==> src/rtl/hp_pkg.sv <==
package hp_pkg;
    localparam int BYTE_W    = 8;
    localparam int NUM_BYTES = 3;
    localparam int WORD_W    = BYTE_W * NUM_BYTES;
    localparam int ADDR_W    = 3;
    localparam int IDX_W     = $clog2(NUM_BYTES);

    localparam logic [ADDR_W-1:0] A_CTRL = 3'd0;
    localparam logic [ADDR_W-1:0] A_STAT = 3'd1;
    localparam logic [ADDR_W-1:0] A_RX0  = 3'd5;
    localparam logic [ADDR_W-1:0] A_RXLO = A_RX0 + ADDR_W'(NUM_BYTES - 1);

    typedef enum logic [1:0] {
        MODE_OFF = 2'b00,
        MODE_W24 = 2'b01,
        MODE_W16 = 2'b10,
        MODE_W8  = 2'b11
    } xfer_mode_e;

    typedef struct packed {
        logic       init;
        xfer_mode_e mode;
        logic       treq;
        logic       rreq;
    } ctrl_t;

    function automatic logic is_dma(input xfer_mode_e m);
        return m != MODE_OFF;
    endfunction

    // Index of the first byte served in a DMA burst (0 = high byte).
    function automatic logic [IDX_W-1:0] first_idx(input xfer_mode_e m);
        case (m)
            MODE_W24: return IDX_W'(NUM_BYTES - 3);
            MODE_W16: return IDX_W'(NUM_BYTES - 2);
            default:  return IDX_W'(NUM_BYTES - 1);
        endcase
    endfunction

    function automatic ctrl_t decode_ctrl(input logic [BYTE_W-1:0] d);
        ctrl_t c;
        c.init = d[7];
        c.mode = xfer_mode_e'(d[3:2]);
        c.treq = d[1];
        c.rreq = d[0];
        return c;
    endfunction

    function automatic logic [BYTE_W-1:0] encode_ctrl(input ctrl_t c);
        return {c.init, 3'b000, c.mode, c.treq, c.rreq};
    endfunction
endpackage

==> src/rtl/hp_ctrl.sv <==
module hp_ctrl
    import hp_pkg::*;
(
    input  logic              clk,
    input  logic              rst,
    input  logic              host_wr,
    input  logic [ADDR_W-1:0] host_addr,
    input  logic [BYTE_W-1:0] host_wdata,
    output ctrl_t             ctrl,
    output logic              ctrl_wr
);
    assign ctrl_wr = host_wr && (host_addr == A_CTRL);

    always_ff @(posedge clk) begin
        if (rst) begin
            ctrl <= '0;
        end else if (ctrl_wr) begin
            ctrl <= decode_ctrl(host_wdata);
        end else begin
            ctrl.init <= 1'b0;
        end
    end
endmodule

==> src/rtl/hp_xfer.sv <==
module hp_xfer
    import hp_pkg::*;
(
    input  logic              clk,
    input  logic              rst,
    input  logic              dsp_wr,
    input  logic [WORD_W-1:0] dsp_wdata,
    input  logic              init,
    input  logic              rreq,
    input  logic              drain,
    output logic              tx_empty,
    output logic              rxdf,
    output logic [WORD_W-1:0] rx_word,
    output logic              req_q
);
    logic [WORD_W-1:0] hold;
    logic rxdf_d, txe_d, load_hold, move;

    always_comb begin
        rxdf_d    = rxdf;
        txe_d     = tx_empty;
        load_hold = 1'b0;
        move      = 1'b0;
        if (init) begin
            rxdf_d = 1'b0;
            txe_d  = 1'b1;
        end else begin
            if (drain) rxdf_d = 1'b0;
            if (!tx_empty && !rxdf) begin
                move   = 1'b1;
                rxdf_d = 1'b1;
                txe_d  = 1'b1;
            end else if (dsp_wr && tx_empty) begin
                load_hold = 1'b1;
                txe_d     = 1'b0;
            end
        end
    end

    always_ff @(posedge clk) begin
        if (rst) begin
            rxdf     <= 1'b0;
            tx_empty <= 1'b1;
            hold     <= '0;
            rx_word  <= '0;
            req_q    <= 1'b0;
        end else begin
            rxdf     <= rxdf_d;
            tx_empty <= txe_d;
            req_q    <= rreq && rxdf_d;
            if (load_hold) hold <= dsp_wdata;
            if (move)      rx_word <= hold;
        end
    end
endmodule

==> src/rtl/hp_seq.sv <==
module hp_seq
    import hp_pkg::*;
(
    input  logic              clk,
    input  logic              rst,
    input  ctrl_t             ctrl,
    input  logic              ctrl_wr,
    input  logic              dma_ack,
    input  logic              host_rd,
    input  logic [ADDR_W-1:0] host_addr,
    input  logic              rxdf,
    input  logic [WORD_W-1:0] rx_word,
    output logic [BYTE_W-1:0] rdata,
    output logic              drain
);
    logic [BYTE_W-1:0] rx_b [NUM_BYTES];
    logic [IDX_W-1:0]  cnt, idx;
    logic [ADDR_W-1:0] off;
    logic dma, ack_ok, last;

    for (genvar g = 0; g < NUM_BYTES; g++) begin : g_bytes
        assign rx_b[g] = rx_word[WORD_W-1-g*BYTE_W -: BYTE_W];
    end

    assign dma    = is_dma(ctrl.mode);
    assign idx    = first_idx(ctrl.mode) + cnt;
    assign last   = (idx == IDX_W'(NUM_BYTES - 1));
    assign ack_ok = dma_ack && dma && rxdf;
    assign off    = host_addr - A_RX0;
    assign drain  = (ack_ok && last) ||
                    (!dma && !dma_ack && host_rd && rxdf && host_addr == A_RXLO);

    always_ff @(posedge clk) begin
        if (rst || ctrl_wr || ctrl.init) begin
            cnt <= '0;
        end else if (ack_ok) begin
            cnt <= last ? '0 : cnt + 1'b1;
        end
    end

    always_comb begin
        rdata = '0;
        if (dma_ack) begin
            if (dma && rxdf) rdata = rx_b[idx];
        end else if (host_rd) begin
            if (host_addr == A_CTRL) begin
                rdata = encode_ctrl(ctrl);
            end else if (host_addr == A_STAT) begin
                rdata = {{(BYTE_W-1){1'b0}}, rxdf};
            end else if (host_addr >= A_RX0 && off < ADDR_W'(NUM_BYTES) && !dma) begin
                rdata = rx_b[off[IDX_W-1:0]];
            end
        end
    end
endmodule

==> src/rtl/hostport_dma_tx.sv <==
module hostport_dma_tx
    import hp_pkg::*;
(
    input  logic              clk,
    input  logic              rst,
    input  logic              dsp_wr,
    input  logic [WORD_W-1:0] dsp_wdata,
    input  logic              dsp_txie,
    output logic              dsp_tx_irq,
    input  logic [ADDR_W-1:0] host_addr,
    input  logic              host_wr,
    input  logic              host_rd,
    input  logic [BYTE_W-1:0] host_wdata,
    output logic [BYTE_W-1:0] host_rdata,
    input  logic              dma_ack,
    output logic              host_req_n
);
    ctrl_t             ctrl;
    logic              ctrl_wr, tx_empty, rxdf, req_q, drain;
    logic [WORD_W-1:0] rx_word;

    hp_ctrl u_ctrl (
        .clk, .rst, .host_wr, .host_addr, .host_wdata,
        .ctrl, .ctrl_wr
    );

    hp_xfer u_xfer (
        .clk, .rst, .dsp_wr, .dsp_wdata,
        .init(ctrl.init), .rreq(ctrl.rreq), .drain,
        .tx_empty, .rxdf, .rx_word, .req_q
    );

    hp_seq u_seq (
        .clk, .rst, .ctrl, .ctrl_wr, .dma_ack, .host_rd, .host_addr,
        .rxdf, .rx_word, .rdata(host_rdata), .drain
    );

    assign dsp_tx_irq = dsp_txie && tx_empty;
    assign host_req_n = !req_q;
endmodule

==> config.mk <==
export PLATFORM = sky130hd
export DESIGN_NAME = hostport_dma_tx
export DESIGN_NICKNAME = d
export VERILOG_FILES = /design/src/rtl/hp_pkg.sv /design/src/rtl/hp_ctrl.sv /design/src/rtl/hp_xfer.sv /design/src/rtl/hp_seq.sv /design/src/rtl/hostport_dma_tx.sv
export SDC_FILE = /design/constraint.sdc
export NUM_CORES = 1
export LEC_CHECK = 0
export ABC_AREA = 1
export BUFFER_PORTS_ARGS = -buffer_cell sky130_fd_sc_hd__buf_2
export CAP_MARGIN = 20
export CORE_MARGIN = 4
export CORE_UTILIZATION = 55
export DETAILED_ROUTE_END_ITERATION = 8
export GPL_TIMING_DRIVEN = 0
export PLACE_DENSITY = 0.87
export SLEW_MARGIN = 10
export SYNTH_ARGS = -nofsm -noshare
export SYNTH_HDL_FRONTEND = slang
export SYNTH_HIERARCHICAL = 1
export SYNTH_SLANG_ARGS = --single-unit
==> constraint.sdc <==
create_clock -name clk -period 2.5 [get_ports clk]
set_input_delay 0.25 -clock clk [delete_from_list [all_inputs] [get_ports clk]]
set_output_delay 0.25 -clock clk [all_outputs]
set_load 0.01 [all_outputs]
* Word-level counts from Yosys, hierarchy flattened *
Cells that the tools add are included.

storage, ports and cells
  flip-flop bits (word level) = 58
  logic and storage cells = 74

cells by class
  add/subtract/negate cells = 3
  $lt $le $gt $ge = 4
  equality and inequality tests = 5
  multiplexer cells = 22
  bitwise logic cells = 3
  reductions and logical operators = 27

operator list
  operator                                                    count
  two-way mux 8 bit                                           10
  binary-select mux 8 bit (select 2 bit)                      2
  logical AND 1 bit                                           15
  >= comparator 3 bit, second input constant                  3
  two-way mux 1 bit                                           8
  inverter 2 -> 3 bit                                         2
  zero test 1 bit                                             5
  == test 2 bit, second input constant                        2
  case mux 2 bit (2 select lines)                             1
  == test 3 x 1 -> 1 bit, second input constant               1
  == test 3 bit, second input constant                        1
  zero test 3 bit                                             1
  logical OR 1 bit                                            3
  less-than comparator 3 x 2 -> 1 bit, second input constant  1
  OR reduction 3 bit                                          1
  subtractor 3 bit, second input constant                     1
  adder 2 x 1 -> 2 bit, second input constant                 1
  adder 2 bit                                                 1
  == test 2 x 1 -> 1 bit, second input constant               1
  two-way mux 2 bit                                           1
  nonzero test 2 bit                                          1
  OR reduction 2 bit                                          1
  inverter 1 bit                                              1

* Longest topological paths before layout *
  word-level depth = 11
  mapped depth = 13
  mapped depth without buffers = 13

* By module *
Netlist, hierarchy kept.

by module, submodules not included
  module           instances  cells each  area an instance (um^2)  sequential area each (um^2)
  hp_xfer          1          300         2057.0                   1021.0
  hp_seq           1          188         938.4                    40.0
  hp_ctrl          1          33          230.2                    100.1
  hostport_dma_tx  1          3           11.3                     0.0

* Worst setup path after synthesis *
OpenSTA, ideal clock, no wires.

  path type = register to output
  start = register u_ctrl/ctrl[2] (netlist name)
  end = output port host_rdata[0]
  arrival = 1522 ps
  path slack = 728 ps
  stages on the path, launching flop included = 12
  path through = dfxtp_1 > inv_1 > ha_1 > ha_1 > buf_4 > buf_4 > nor2_1 > a21oi_1 > nand3_1 > nand2_1 > inv_1 > nand2_1

between the ends
  cells in the longest elaborated chain, start to end = 9
  elaborated cells on any way between the ends = 18
  classes of those cells = 1 x add/sub; 2 x eq/ne; 10 x mux; 1 x bitwise; 4 x reduce/logical

RTL lines
  item                                                            line                   RTL
  == test 2 bit / == test 2 x 1 -> 1 bit (equally long branches)  hp_pkg.sv:33           case (m)
  case mux 2 bit (2 select lines)                                 hp_pkg.sv:33
  adder 2 bit                                                     hp_seq.sv:26           assign idx = first_idx(ctrl.mode) + cnt;
  inverter 2 -> 3 bit (not written as such)                       hp_seq.sv:44           if (dma && rxdf) rdata = rx_b[idx];
  binary-select mux 8 bit (select 2 bit)                          hp_seq.sv:44
  two-way mux 8 bit (not written as such) (2 in series)           hp_seq.sv:44
  two-way mux 8 bit                                               hp_seq.sv:44
  two-way mux 8 bit *                                             hp_seq.sv:43           if (dma_ack) begin
  to (decl)                                                       hostport_dma_tx.sv:14  output logic [BYTE_W-1:0] host_rdata,

Mark *: on every way between the ends. The rest lies on a longest branch, timed or not. The select of a mux whose other input is x is not followed.

* Worst setup path after layout *
  start = register u_ctrl/ctrl[2] (netlist name)
  end = output port host_rdata[6]

between the ends
  cells in the longest elaborated chain, start to end = 9
  elaborated cells on any way between the ends = 18
  classes of those cells = 1 x add/sub; 2 x eq/ne; 10 x mux; 1 x bitwise; 4 x reduce/logical

RTL lines
  item                                                            line
  == test 2 bit / == test 2 x 1 -> 1 bit (equally long branches)  hp_pkg.sv:33
  case mux 2 bit (2 select lines)                                 hp_pkg.sv:33
  adder 2 bit                                                     hp_seq.sv:26
  inverter 2 -> 3 bit (not written as such)                       hp_seq.sv:44
  binary-select mux 8 bit (select 2 bit)                          hp_seq.sv:44
  two-way mux 8 bit (not written as such) (2 in series)           hp_seq.sv:44
  two-way mux 8 bit                                               hp_seq.sv:44
  two-way mux 8 bit *                                             hp_seq.sv:43

Marked as above.

==> results.sh <==
export IMPL_ff2ff_setup_slack_ps=620
export IMPL_intPower_mw=1.68
export IMPL_avgRoutedWirePerCell_um=12.1
export IMPL_grt_setup_unrepaired="false"
export IMPL_max_freq_ghz=0.432
export IMPL_tritoncts="yes"
export IMPL_syn_area_per_cell_um2=6.18
export IMPL_root_buffer="clkbuf_8"
export IMPL_swShare_pct=28.3
export IMPL_ir_drop_uv=520
export IMPL_fp_dieH_um=84.7
export IMPL_routed_wl_um=7950
export IMPL_p_comb_share_pct=18.2
export IMPL_r2r_cells=10
export IMPL_ys_seq_area_share_pct=35.9
export IMPL_crit_arrival_ps=2070
export IMPL_use_met1_pct=29.1
export IMPL_io_pins=52
export IMPL_worstMarginPinSlew_ps=480
export IMPL_powerDensity_nw_per_um2=623
export IMPL_drive_gt1_share_pct=15.3
export IMPL_worst_setup_path_end_kind="output port"
export IMPL_final_max_slew_viol_count=0
export IMPL_antenna_cells=0
export IMPL_min_period_ps=2320
export IMPL_ys_types=23
export IMPL_netlist_top_cells_area="dfxtp_1, nand2_1, nor2_1"
export IMPL_antenna_found_initial=0
export IMPL_crit_top_cell="ha_1"
export IMPL_core_um2=5610
export IMPL_ant_nets=0
export IMPL_p_seq_share_pct=44.9
export IMPL_clkTransAtPathRegs_ps=70
export IMPL_die_w_um=84.7
export IMPL_vias=3312
export IMPL_track_usage_pct=22.8
export IMPL_portBuffers=48
export IMPL_cp_startpoint="u_ctrl/ctrl[2]$_SDFFE_PP0P_"
export IMPL_synthTopCellsByCount="nand2_1, nor2_1, inv_1, dfxtp_1, nand3_1"
export IMPL_path_class="reg2out"
export IMPL_netlist_instances=524
export IMPL_ys_ff_latch=58
export IMPL_crit_path_cell_trace="inv_1 > ha_1 > ha_1 > buf_4 > mux2_2 > nand2_1 > nand3_1 > buf_2"
export IMPL_hold_class="in2reg"
export IMPL_pwr_share_clk_pct=36.9
export IMPL_grt_busiest_layer="met2"
export IMPL_cp_slowest_stage_delay_ps=370
export IMPL_dieArea_um2=7180
export IMPL_grt_overflow_total=0
export IMPL_std_cell_rows=27
export IMPL_start_util_pct=57.7
export IMPL_syn_cell_area_um2=3240
export IMPL_reg2reg_from="u_ctrl/ctrl[2]$_SDFFE_PP0P_"
export IMPL_grt_pass1_vias=3004
export IMPL_fin_skew_ps=6.21
export IMPL_synth_ff_type="dfxtp_1"
export IMPL_htreeDepth=3
export IMPL_p_total_mw=2.34
export IMPL_grt_max_degree=12
export IMPL_cp_endpoint="host_rdata[6]"
export IMPL_setup_violations=0
export IMPL_dr_pass1_iters=5
export IMPL_maxSlewHeadroom_pct=68.0
export IMPL_cts_buffer_depth=2
export IMPL_hpwl_um=5940
export IMPL_cellLeakagePower_nw=1.93
export IMPL_yosysTopAreaCell="dfxtp_1"
export IMPL_grt_use_met3_pct=5.20
export IMPL_synth_fp_nets=573
export IMPL_pre_cts_ws_ps=341
export IMPL_p_sw_uw=662
export IMPL_drt_initial_drc_count=261
export IMPL_yosysMostFrequentCell="nand2_1"
export IMPL_path_max_fanout=16
export IMPL_synth_top_area_share_pct=35.9
export IMPL_cts_setup_buffers=0
export IMPL_startpoint_type="register"
export IMPL_fin_crit_sh_pct=92.6
export IMPL_crit_slowest_cell="mux2_2"
export IMPL_synth_edf_count=0
export IMPL_routed_via_density=5.03
export IMPL_area_delta_synth_final_pct=16.1
export IMPL_grt_pass1_wl_um=13300
export IMPL_setup_tns_ps=0
export IMPL_cts_sinks=58
export IMPL_finish_utilization_pct=67.0
export IMPL_ctsResizeCount=0
export IMPL_nFillCells=519
export IMPL_cap_viol_max_count=0
export IMPL_hold_start="dsp_wdata[8]"
export IMPL_yosys_warnings=6
export IMPL_r2r_end="u_xfer/rxdf$_SDFF_PP0_"
export IMPL_gp_congestion=0.910
export IMPL_status="completed"
export IMPL_final_nets=631
export IMPL_drc=0
export IMPL_finalHoldViolCount=0
export IMPL_fin_ws_ps=184
export IMPL_worstPathRequired_ps=2250
export IMPL_synthArstFlopShare_pct=0
export IMPL_met2_usage_pct=37.7
export IMPL_worstSkewPairLatency_ps=330
export IMPL_numCtsBuffers=9
[power by group through the flow]
stage | registers [mW] | clock network (mW) | logic [mW]
after detailed placement | 1.07 | 0 | 0.416
final | 1.05 | 0.865 | 0.426
after floorplan | 1.05 | 0 | 0.311
after global routing | 1.06 | 0.931 | 0.486
after global placement | 1.07 | 0 | 0.404
after CTS | 1.05 | 0.881 | 0.422
[flip-flops by register name (all words and copies together) (netlist names)]
register,flops
u_xfer/tx_empty,1
u_xfer/rxdf,1
u_xfer/req_q,1
u_xfer/rx_word,24
u_seq/cnt,2
u_ctrl/ctrl,5
u_xfer/hold,24
[layout by cell type (no fill, tap or decap), drive strengths merged]
cell type	Yosys	routed
nand2	149	149
ha	7	7
nor3	2	2
clkbuf	6	20
nor2	106	106
a21oi	36	36
bufinv	0	1
dfxtp	58	58
mux2	1	1
inv	66	66
nand3	57	57
o21bai	5	5
buf	19	66
clkinv	0	1
o41ai	1	1
o21ai	11	11
[kinds of logic (layout without fill, tap and decap cells)]
logic type	Yosys count	count (layout)	share of synthesized area [%]
buffers and inverters	91	154	12.1
flip-flops	58	58	35.9
adder cells (fa/ha/maj)	7	7	2.71
multiplexers	1	1	0.348
AO/OA/AOI/OAI	53	53	8.70
AND/OR/NAND/NOR	314	314	40.3
[per-layer routing]
metal,up-vias,wire length (um)
met2,102,3740
met4,0,121
met3,11,494
met5,-,0
li1,1731,-
met1,1468,3590
[worst min path at each step]
stage	end	slack [ps]	cells past startpoint
final	u_xfer/hold[8]$_SDFFE_PP0P_	140	3
after global routing	u_xfer/hold[16]$_SDFFE_PP0P_	140	3
after CTS	u_xfer/hold[8]$_SDFFE_PP0P_	120	3
after detailed placement	u_xfer/req_q$_SDFF_PP0_	470	2
after global placement	u_xfer/req_q$_SDFF_PP0_	470	2
after floorplan	u_xfer/tx_empty$_SDFFE_PP1P_	350	1
[cell type report]
cell class	count	area, um2	area share [%]
flip-flops and latches	58	1160	30.9
clock inverters	2	35.0	0.932
inverters	66	248	6.59
plain buffers	24	136	3.63
well taps	72	90.1	2.40
clock buffers	14	163	4.33
multi-input cells	375	1680	44.8
repair buffers	48	240	6.39
[timing repair]
| item | 4_1_cts | 5_1_grt |
|---|---|---|
| hold buffers | 0 | 0 |
| hold endpoints to repair | 0 | 0 |
| setup endpoints to repair | 0 | 1 |
[per-stage QoR]
| step | hold WS [ps] | area [um2] | std cells |
|---|---|---|---|
| floorplan | 350 | 3240 | 524 |
| global placement | 467 | 3570 | 644 |
| detailed placement | 467 | 3570 | 644 |
| CTS | 123 | 3760 | 660 |
| global route | 137 | 3760 | 659 |
| finish | 141 | 3760 | 659 |
[worst max-delay path, delay by kind of cell (launching register included)]
family                     cells  cell delay (ps)
adders and majority gates      2              460
buffers and inverters          3              440
muxes                          1              370
and+or+nand+nor                2              140
DFF                            1              330
No activity file was read; power rests on OpenSTA's default activity.
